`config.mk`:
```
export PLATFORM = sky130hd
export DESIGN_NAME = clkmode_rst_seq
export DESIGN_NICKNAME = d
export VERILOG_FILES = /design/src/rtl/cmrs_pkg.sv /design/src/rtl/cmrs_sync.sv /design/src/rtl/cmrs_mode_latch.sv /design/src/rtl/cmrs_lock_model.sv /design/src/rtl/cmrs_div_enable.sv /design/src/rtl/clkmode_rst_seq.sv
export SDC_FILE = /design/constraint.sdc
export NUM_CORES = 1
export LEC_CHECK = 0
export BUFFER_PORTS_ARGS = -buffer_cell sky130_fd_sc_hd__buf_2
export CORE_UTILIZATION = 50
export CTS_CLUSTER_DIAMETER = 100
export DETAILED_ROUTE_END_ITERATION = 8
export PLACE_DENSITY = 0.71
export SLEW_MARGIN = 20
export SYNTH_ARGS = -nofsm -noshare
export SYNTH_HDL_FRONTEND = slang
export SYNTH_SLANG_ARGS = --single-unit
export TNS_END_PERCENT = 30
```
`constraint.sdc`:
```
create_clock -name clk_i -period 1.4 [get_ports clk_i]
set_input_delay 0.07 -clock clk_i [delete_from_list [all_inputs] [get_ports clk_i]]
set_output_delay 0.07 -clock clk_i [all_outputs]
set_load 0.02 [all_outputs]
```
`src/rtl/cmrs_pkg.sv`:
```
// Shared types for the clock mode and reset release sequencer.
package cmrs_pkg;
    // Clock mode as seen on the mode-select pin.
    typedef enum logic {
        MODE_HALF   = 1'b0,
        MODE_DOUBLE = 1'b1
    } clk_mode_e;
endpackage

```
`src/rtl/cmrs_sync.sv`:
```
// Multi-stage synchronizer for one asynchronous level input.
// Assumes: STAGES >= 2. The flops have no reset on purpose, because the
// value must keep flowing while the external reset is held.
module cmrs_sync #(
    parameter int STAGES = 2
) (
    input  logic clk_i,
    input  logic d_i,
    output logic q_o
);
    logic [STAGES-1:0] chain_q;

    // Shift the input level through the synchronizer chain.
    always_ff @(posedge clk_i) begin
        chain_q <= {chain_q[STAGES-2:0], d_i};
    end

    assign q_o = chain_q[STAGES-1];
endmodule

```
`src/rtl/cmrs_mode_latch.sv`:
```
// Holds the clock mode. It loads the synchronized pin on every reset edge
// and freezes it once reset is released.
// Assumes: the pin is stable for at least the synchronizer depth plus one
// reset edge before release.
module cmrs_mode_latch
    import cmrs_pkg::*;
(
    input  logic      clk_i,
    input  logic      rst_n_i,
    input  logic      mode_sync_i,
    output clk_mode_e mode_o
);
    clk_mode_e mode_q;

    // Load during reset, hold otherwise.
    always_ff @(posedge clk_i) begin
        if (!rst_n_i) begin
            mode_q <= clk_mode_e'(mode_sync_i);
        end
    end

    assign mode_o = mode_q;
endmodule

```
`src/rtl/cmrs_lock_model.sv`:
```
// Cycle-count stand-in for the loop lock. It counts input cycles while
// enabled, raises a sticky lock flag after LOCK_CYCLES counts, then counts
// MARGIN further cycles before it raises the release flag.
// Assumes: LOCK_CYCLES >= 2 and MARGIN >= 1; the synchronous reset clears all state.
module cmrs_lock_model #(
    parameter int LOCK_CYCLES = 2200,
    parameter int MARGIN      = 3
) (
    input  logic clk_i,
    input  logic rst_n_i,
    input  logic run_i,
    output logic locked_o,
    output logic release_o
);
    localparam int CNT_W = $clog2(LOCK_CYCLES + 1);
    localparam int MRG_W = (MARGIN > 1) ? $clog2(MARGIN + 1) : 1;
    localparam logic [CNT_W-1:0] LOCK_LAST = CNT_W'(LOCK_CYCLES - 1);
    localparam logic [MRG_W-1:0] MRG_LAST  = MRG_W'(MARGIN - 1);

    logic [CNT_W-1:0] lock_cnt_q;
    logic [MRG_W-1:0] mrg_cnt_q;
    logic             locked_q;
    logic             release_q;
    logic             counting;

    assign counting = run_i && !locked_q;

    // Count input cycles until the lock point.
    always_ff @(posedge clk_i) begin
        if (!rst_n_i) begin
            lock_cnt_q <= '0;
        end else if (counting) begin
            lock_cnt_q <= lock_cnt_q + 1'b1;
        end
    end

    // Raise the sticky lock flag on the last counted cycle.
    always_ff @(posedge clk_i) begin
        if (!rst_n_i) begin
            locked_q <= 1'b0;
        end else if (counting && (lock_cnt_q == LOCK_LAST)) begin
            locked_q <= 1'b1;
        end
    end

    // Count the safety margin once locked.
    always_ff @(posedge clk_i) begin
        if (!rst_n_i) begin
            mrg_cnt_q <= '0;
        end else if (locked_q && !release_q) begin
            mrg_cnt_q <= mrg_cnt_q + 1'b1;
        end
    end

    // Raise the release flag when the margin has elapsed.
    always_ff @(posedge clk_i) begin
        if (!rst_n_i) begin
            release_q <= 1'b0;
        end else if (locked_q && (mrg_cnt_q == MRG_LAST)) begin
            release_q <= 1'b1;
        end
    end

    assign locked_o  = locked_q;
    assign release_o = release_q;
endmodule

```
`src/rtl/cmrs_div_enable.sv`:
```
// Core advance enable. In half-rate mode it alternates every cycle, starting
// high. In doubling mode it is high on every cycle. It is low in reset.
// Assumes: the mode is constant outside reset.
module cmrs_div_enable
    import cmrs_pkg::*;
(
    input  logic      clk_i,
    input  logic      rst_n_i,
    input  clk_mode_e mode_i,
    output logic      clk_en_o
);
    logic en_q;

    // Toggle or hold high according to the mode.
    always_ff @(posedge clk_i) begin
        if (!rst_n_i) begin
            en_q <= 1'b0;
        end else if (mode_i == MODE_HALF) begin
            en_q <= ~en_q;
        end else begin
            en_q <= 1'b1;
        end
    end

    assign clk_en_o = en_q;
endmodule

```
`src/rtl/clkmode_rst_seq.sv`:
```
// Top of the clock mode and reset release sequencer. It synchronizes and
// latches the mode pin during reset. It releases the core reset one cycle
// after the external reset in half-rate mode, or after the modelled lock
// plus a margin in doubling mode.
// Assumes: ext_rst_n_i is synchronous to clk_i; the mode pin is moved only during reset.
module clkmode_rst_seq
    import cmrs_pkg::*;
#(
    parameter int LOCK_CYCLES = 2200,
    parameter int MARGIN      = 3,
    parameter int SYNC_STAGES = 2
) (
    input  logic clk_i,
    input  logic ext_rst_n_i,
    input  logic mode_sel_i,
    output logic core_rst_n_o,
    output logic pll_locked_o,
    output logic clk_en_o
);
    logic      mode_sync;
    clk_mode_e mode_q;
    logic      loop_run;
    logic      loop_locked;
    logic      loop_release;
    logic      half_release_q;

    cmrs_sync #(
        .STAGES(SYNC_STAGES)
    ) u_sync (
        .clk_i(clk_i),
        .d_i  (mode_sel_i),
        .q_o  (mode_sync)
    );

    cmrs_mode_latch u_mode (
        .clk_i      (clk_i),
        .rst_n_i    (ext_rst_n_i),
        .mode_sync_i(mode_sync),
        .mode_o     (mode_q)
    );

    assign loop_run = (mode_q == MODE_DOUBLE);

    cmrs_lock_model #(
        .LOCK_CYCLES(LOCK_CYCLES),
        .MARGIN     (MARGIN)
    ) u_lock (
        .clk_i    (clk_i),
        .rst_n_i  (ext_rst_n_i),
        .run_i    (loop_run),
        .locked_o (loop_locked),
        .release_o(loop_release)
    );

    cmrs_div_enable u_en (
        .clk_i   (clk_i),
        .rst_n_i (ext_rst_n_i),
        .mode_i  (mode_q),
        .clk_en_o(clk_en_o)
    );

    // Half-rate release: one register stage behind the external reset.
    always_ff @(posedge clk_i) begin
        if (!ext_rst_n_i) begin
            half_release_q <= 1'b0;
        end else begin
            half_release_q <= 1'b1;
        end
    end

    // Pick the release source for the latched mode. Both sources are
    // registered and the mode is frozen outside reset, so the output stays glitch-free.
    assign core_rst_n_o = (mode_q == MODE_HALF) ? half_release_q : loop_release;
    assign pll_locked_o = loop_locked;
endmodule

```
==> impl_results.md, run 1 <==
* Core area at 1560 µm²
* Synth cell types at 28
* Cell area power density at 917 nW/µm²
* Yosys reg bits at 21
* Die height at 43.6 µm
* Syn Inst Count at 90
* R2R Path Start: u_mode.mode_o
* Gpl congestion at 0.793
* GRT overflow at 0
* Async SR Flop Fraction at 0
* Largest area contributor in the netlist: dfxtp_1
* Drt initial violations at 23
* Final setup margin at -0.0442 ns
* Hold WS at roughly 0.34 ns
* Critical path arrival at 1.37 ns
* Nets at 119
* Worst-path fanout max at 4
* Port bufs at 5
* Worst Hold Depth at 0
* Flop2flop setup slack at -0.02 ns
* Tmin final at roughly 1.4 ns
* Synth top cells by count: dfxtp_1, a21oi_1, inv_1
* Largest net degree at the start of global routing at 12
* Worst hold path type: register to register
* Worst Setup End Kind: output pin
* Prevailing post-synth register cell: dfxtp_1
* Die extent in x at approximately 44 µm
* Sink Count at 21
* Site row count at 14
* Least-Margin Pin Slew at 0.341 ns
* Area fraction of the dominant cell type after synthesis at 0.464
* Total power at between 0.0009 and 0.001 W
* Max Cap Viol at 0
* GRT Total Usage at 0.199
* Num CTS Buffers at 3
* DRC viols at 0
* Fin crit share at 1.03
* Root Buffer: clkbuf_4
* Pre-antenna DRT Iters at 6
* Slowest CP cell: edfxtp_1
* ANT nets after route at 0
* Clk slew on worst S/H paths at 0.11 ns
* RSZ-0062 raised after global routing: true
* Vias per inst at 5.71
* P&R area growth vs syn at 26.2%
* DPL Wire Length at 1.15 mm
* First-pass GRT wire length at 2.73 mm
* CTS tree: yes
* Most used cell, CP: buf_6
* Layout Skew at 0.00235 ns
* Number of diodes at 0
* Final Non-Filler Cells at around 130
* H-tree depth at 1
* Status: complete, but fails checks
* CP Class: register to output pin
* Share of cells above drive strength 1 at 0.265
* Initial antenna violation count at 0
* Die area at 1900 µm²
* DR WL/cell at 13.4 µm
* Post-synthesis sequential area ratio at 0.499
* CTS max path bufs at 2
* Avg Cell Area, Syn at approximately 9.6 µm²
* Via count at ~740
* Placed Instances at 120
* Syn Nets at 95
* Synth area leaders: dfxtp_1, a21oi_1, o31ai_1, or4_1, edfxtp_1
* Max Clk Rate at 692 MHz
* CP Data Required Time at 1.33 ns
* Post-Synthesis Cell Area at ~860 µm²
* Yosys warning count at 0
* Routed WL at 1.72 mm
* Worst Hold End: u_sync.chain_q[1]
* Area occupied by multi-input gates at 425 µm²
* R2R depth at 3
* Initial Utilization at 0.554
* Leakage Power at 0.393 nW
* HP Start: u_sync.chain_q[0]
* Fin. Hold Viols at 0
* Post-synth EDFFs at 1
* Filler cells at 118
* CP max stage delay at 0.48 ns
* Top Ports at 6
* Max IR drop VDD at 782 µV
* Latest clock arrival within the worst-skew pair at 0.31 ns
* Number of global-route vias before repair at 655
* FF-to-FF End: u_lock.lock_cnt_q[7]
* CP Cell Sequence: buf_6 -> mux2_2 -> buf_6
* Max transition margin at 0.771
* Violated checks: setup timing
* Setup violations, final at 4
* Critical Path Start Type: register
* Final Max Tran Viols at 0
* Register area at 435 µm²
* Most frequent cell after synthesis: dfxtp_1
how the worst max path moves through the flow:
stage,to,start
finish,core_rst_n_o,u_mode.mode_o
global route,core_rst_n_o,u_mode.mode_o
CTS,u_lock.lock_cnt_q[10],u_lock.lock_cnt_q[0]
detailed placement,u_lock.lock_cnt_q[10],u_lock.lock_cnt_q[0]
global placement,u_lock.lock_cnt_q[8],u_lock.lock_cnt_q[0]
floorplan,u_lock.lock_cnt_q[9],u_lock.locked_o
layout make-up:
cell class,count,share of cell area
well taps,16,0.0184
multi-input cells,62,0.390
clock buffers,4,0.0241
flip-flops and latches,21,0.400
repair buffers,20,0.147
inverters,6,0.0207
flip-flops by register name, summed over array words and instances, names as in the netlist:
signal and flops:
u_lock.lock_cnt_q 12, u_lock.mrg_cnt_q 2, u_lock.locked_o 1, half_release_q 1
u_lock.release_o 1, u_sync.chain_q 2, u_en.clk_en_o 1, u_mode.mode_o 1
worst max-delay path: cells and delay by family, from the launching register on:
family,cells,cell delay (ns)
buf+inv,2,0.26
flops,1,0.48
mux,1,0.33
kinds of logic (layout without fill, tap and decap cells):
logic type	Yosys count	after routing	synth area share
muxes	2	2	0.0246
DFF	21	21	0.499
AOI/OAI and AO/OA	22	22	0.148
adders and majority gates	2	2	0.0290
xor gates and xnor gates	3	3	0.0304
and+or+nand+nor	33	33	0.239
buffers and inverters	7	30	0.0304
where the power goes:
group | total [W] | internal [W] | switching (W) | leakage [nW]
Combinational | 0.0000797 | 0.0000424 | 0.0000373 | 0.204
Clock | 0.000291 | 0.000111 | 0.000180 | 0.0150
Sequential | 0.000628 | 0.000618 | 0.0000103 | 0.174
Total | 0.000999 | 0.000771 | 0.000228 | 0.393
metal layers:
metal / up-vias / global-route usage / routed length [µm]
met1: 335 / 0.245 / 813
met4: 0 / 0.113 / 40
met3: 5 / 0.0375 / 67
met2: 15 / 0.325 / 802
met5: - / 0 / 0
li1: 382 / - / -
stage by stage:
stage          utilization  setup WS, ns  setup TNS, ns  instance area, µm²
2_1_floorplan            -       0.00754              0                 867
3_3_place_gp         0.631        0.0135              0                 983
3_5_place_dp         0.631       -0.0124        -0.0193                 983
4_1_cts              0.682     -0.000655      -0.000655                1060
5_1_grt              0.699       -0.0914         -0.494                1090
6_report             0.699       -0.0442        -0.0778                1090
timing repair:
action | 4_1_cts | 5_1_grt
resized for setup | 3 | 8
setup endpoints to repair | 3 | 7
pin swaps | 0 | 7
hold endpoints to repair | 2 | 0
hold buffers | 2 | 0
setup buffers | 3 | 0
cells in the final DEF (no fill, tap or decap), types with 2 or more instances in the layout:
cell	instances
buf_4	10
nand4_1	2
inv_1	6
nor2_1	5
a21oi_1	10
clkbuf_4	3
or3_1	3
nand2_1	5
dfxtp_2	4
buf_2	4
buf_6	4
dlygate4sd3_1	2
or4b_1	2
nand4b_1	2
o21ai_0	4
xnor2_1	2
o31ai_1	5
or4_1	4
dfxtp_1	16
nor2b_1	2
nand3b_1	2
Note: power is estimated with default switching activity, not from simulation.
==> run 2: changes to the inputs <==
--- a/config.mk
+++ b/config.mk
@@ -9,2 +9,3 @@
 export CORE_UTILIZATION = 50
+export CTS_BUF_LIST = sky130_fd_sc_hd__clkbuf_8
 export CTS_CLUSTER_DIAMETER = 100
@@ -12,2 +13,3 @@
 export PLACE_DENSITY = 0.71
+export SKIP_CTS_REPAIR_TIMING = 1
 export SLEW_MARGIN = 20
--- a/constraint.sdc
+++ b/constraint.sdc
@@ -3,2 +3,2 @@
 set_output_delay 0.07 -clock clk_i [all_outputs]
-set_load 0.02 [all_outputs]
+set_load 0.01 [all_outputs]
==> impl_results.md, run 2 (same netlist as run 1, synthesis figures left out) <==
* Nets at 120
* GRT overflow at 0
* Cell area power density at roughly 1000 nW/µm²
* Pre-antenna DRT Iters at 4
* FF-to-FF End: u_lock.lock_cnt_q[8]
* Max IR drop VDD at 740 µV
* Number of global-route vias before repair at 642
* Initial antenna violation count at 0
* Slowest CP cell: or4_4
* GRT Total Usage at 0.186
* Worst Hold Depth at 0
* First-pass GRT wire length at 2.63 mm
* Tmin final at 1.43 ns
* Worst path depth at 4
* Sink Count at 21
* Setup violations, final at 2
* Number of diodes at 0
* Root Buffer: clkbuf_8
* Die extent in x at 43.6 µm
* Routed WL at ~1.8 mm
* RSZ-0062 raised after global routing: true
* Clk slew on worst S/H paths at around 0.070 ns
* Max reg flops at 12
* Layout Skew at 0.00245 ns
* Max Clk Rate at around 700 MHz
* Die height at 43.6 µm
* CP max stage delay at approximately 0.53 ns
* Leakage Power at 0.406 nW
* Max transition margin at 0.736
* Fin. Hold Viols at 0
* Worst Hold End: u_sync.chain_q[1]
* R2R depth at 4
* DRC viols at 0
* Max Cap Viol at 0
* Buf+Inv Stages, Crit Path at 1
* Final Non-Filler Cells at 130
* CP Cell Sequence: buf_4 -> nand4_4 -> or4_4 -> a21oi_2
* Die area at 1900 µm²
* R2R Path Start: u_mode.mode_o
* Commonest non-fill, non-tap cells in the layout: dfxtp_1, buf_4, a21oi_1
* Worst-path fanout max at 6
* Least-Margin Pin Slew at 0.392 ns
* CTS tree: yes
* DR WL/cell at 14.0 µm
* CTS max path bufs at 2
* Largest net degree at the start of global routing at 12
* Status: complete, but fails checks
* Port bufs at 5
* Final Max Tran Viols at 0
* ANT nets after route at 0
* Initial Utilization at 0.554
* Filler cells at 113
* Critical Path Start Type: register
* Commonest non-fill, non-tap cell in the layout: dfxtp_1
* Top reg by flops: u_lock.lock_cnt_q
* HP Start: u_sync.chain_q[0]
* H-tree depth at 1
* Worst Setup End Kind: register
* CP Class: register to register
* Violated checks: setup timing
* DPL Wire Length at 1.15 mm
* Critical path arrival at roughly 1.6 ns
* Core area at 1560 µm²
* Top Ports at 6
* P&R area growth vs syn at 28.8%
* Num CTS Buffers at 3
* Vias per inst at between 5 and 6
* Latest clock arrival within the worst-skew pair at 0.26 ns
* Core Util, Final at 0.713
* Gpl congestion at 0.793
* Site row count at 14
* Via count at 756
* Share of cells above drive strength 1 at 0.272
* Hold WS at between 0.3 and 0.4 ns
* Placed Instances at between 100 and 150
* Final setup margin at -0.0276 ns
* Drt initial violations at ~50
* Top flop regs: u_lock.lock_cnt_q: 12 flops, u_lock.mrg_cnt_q: 2 flops, u_sync.chain_q: 2 flops
* Flop2flop setup slack at -0.03 ns
* CP Data Required Time at 1.60 ns
* Fin crit share at 1.02
* Worst hold path type: register to register
* CP top delay family: simple AND/OR/NAND/NOR gates
[run 2: cell types whose count changed in the layout (fill, tap and decap cells not counted), sizes merged]
cell and change:
clkbuf -1, inv +1, buf +1
[run 2: worst register-to-register path, stage by stage, from the launching register on]
cell      delay, ns
edfxtp_1       0.42
buf_4          0.16
nand4_4        0.12
or4_4          0.53
a21oi_2        0.14
[run 2: worst max path at each step]
stage	start	endpoint	slack (ns)
global route	u_mode.mode_o	u_lock.lock_cnt_q[8]	-0.07
floorplan	u_lock.lock_cnt_q[1]	u_lock.lock_cnt_q[8]	0.02
finish	u_mode.mode_o	u_lock.lock_cnt_q[8]	-0.03
global placement	u_lock.lock_cnt_q[0]	u_lock.lock_cnt_q[8]	0.01
CTS	u_lock.lock_cnt_q[0]	u_lock.lock_cnt_q[10]	-0.03
detailed placement	u_lock.lock_cnt_q[0]	u_lock.lock_cnt_q[10]	-0.01
[run 2: layout make-up]
type	count	area [µm²]	area share
clock buffers	3	41.3	0.0371
inverters	6	22.5	0.0202
multi-input cells	62	435	0.391
clock inverters	1	3.75	0.00337
well taps	16	20.0	0.0180
repair buffers	21	154	0.138
flip-flops and latches	21	435	0.391
[run 2: power breakdown]
part           total [W]  switching [W]  leakage, nW  internal (W)
combinational  0.0000712      0.0000328        0.204     0.0000383
sequential      0.000629      0.0000119        0.174      0.000617
clock           0.000387       0.000192       0.0269      0.000195
[run 2: routing by layer]
metal  global-route usage  up-vias  wire, µm
li1                     -      379         -
met1                0.235      338       812
met2                0.301       32       860
met3               0.0375        7       113
met4               0.0938        0        29
met5                    0        -         0
[run 2: stage by stage]
stage / area (µm²) / power, W / setup WS [ns] / setup TNS [ns]
6_report: 1110 / 0.00109 / -0.0276 / -0.0285
3_5_place_dp: 983 / 0.000694 / -0.0124 / -0.0193
3_3_place_gp: 983 / 0.000693 / 0.0135 / 0
5_1_grt: 1110 / 0.00111 / -0.0693 / -0.286
4_1_cts: 1030 / 0.00107 / -0.0332 / -0.0735
2_1_floorplan: 867 / 0.000667 / 0.0157 / 0
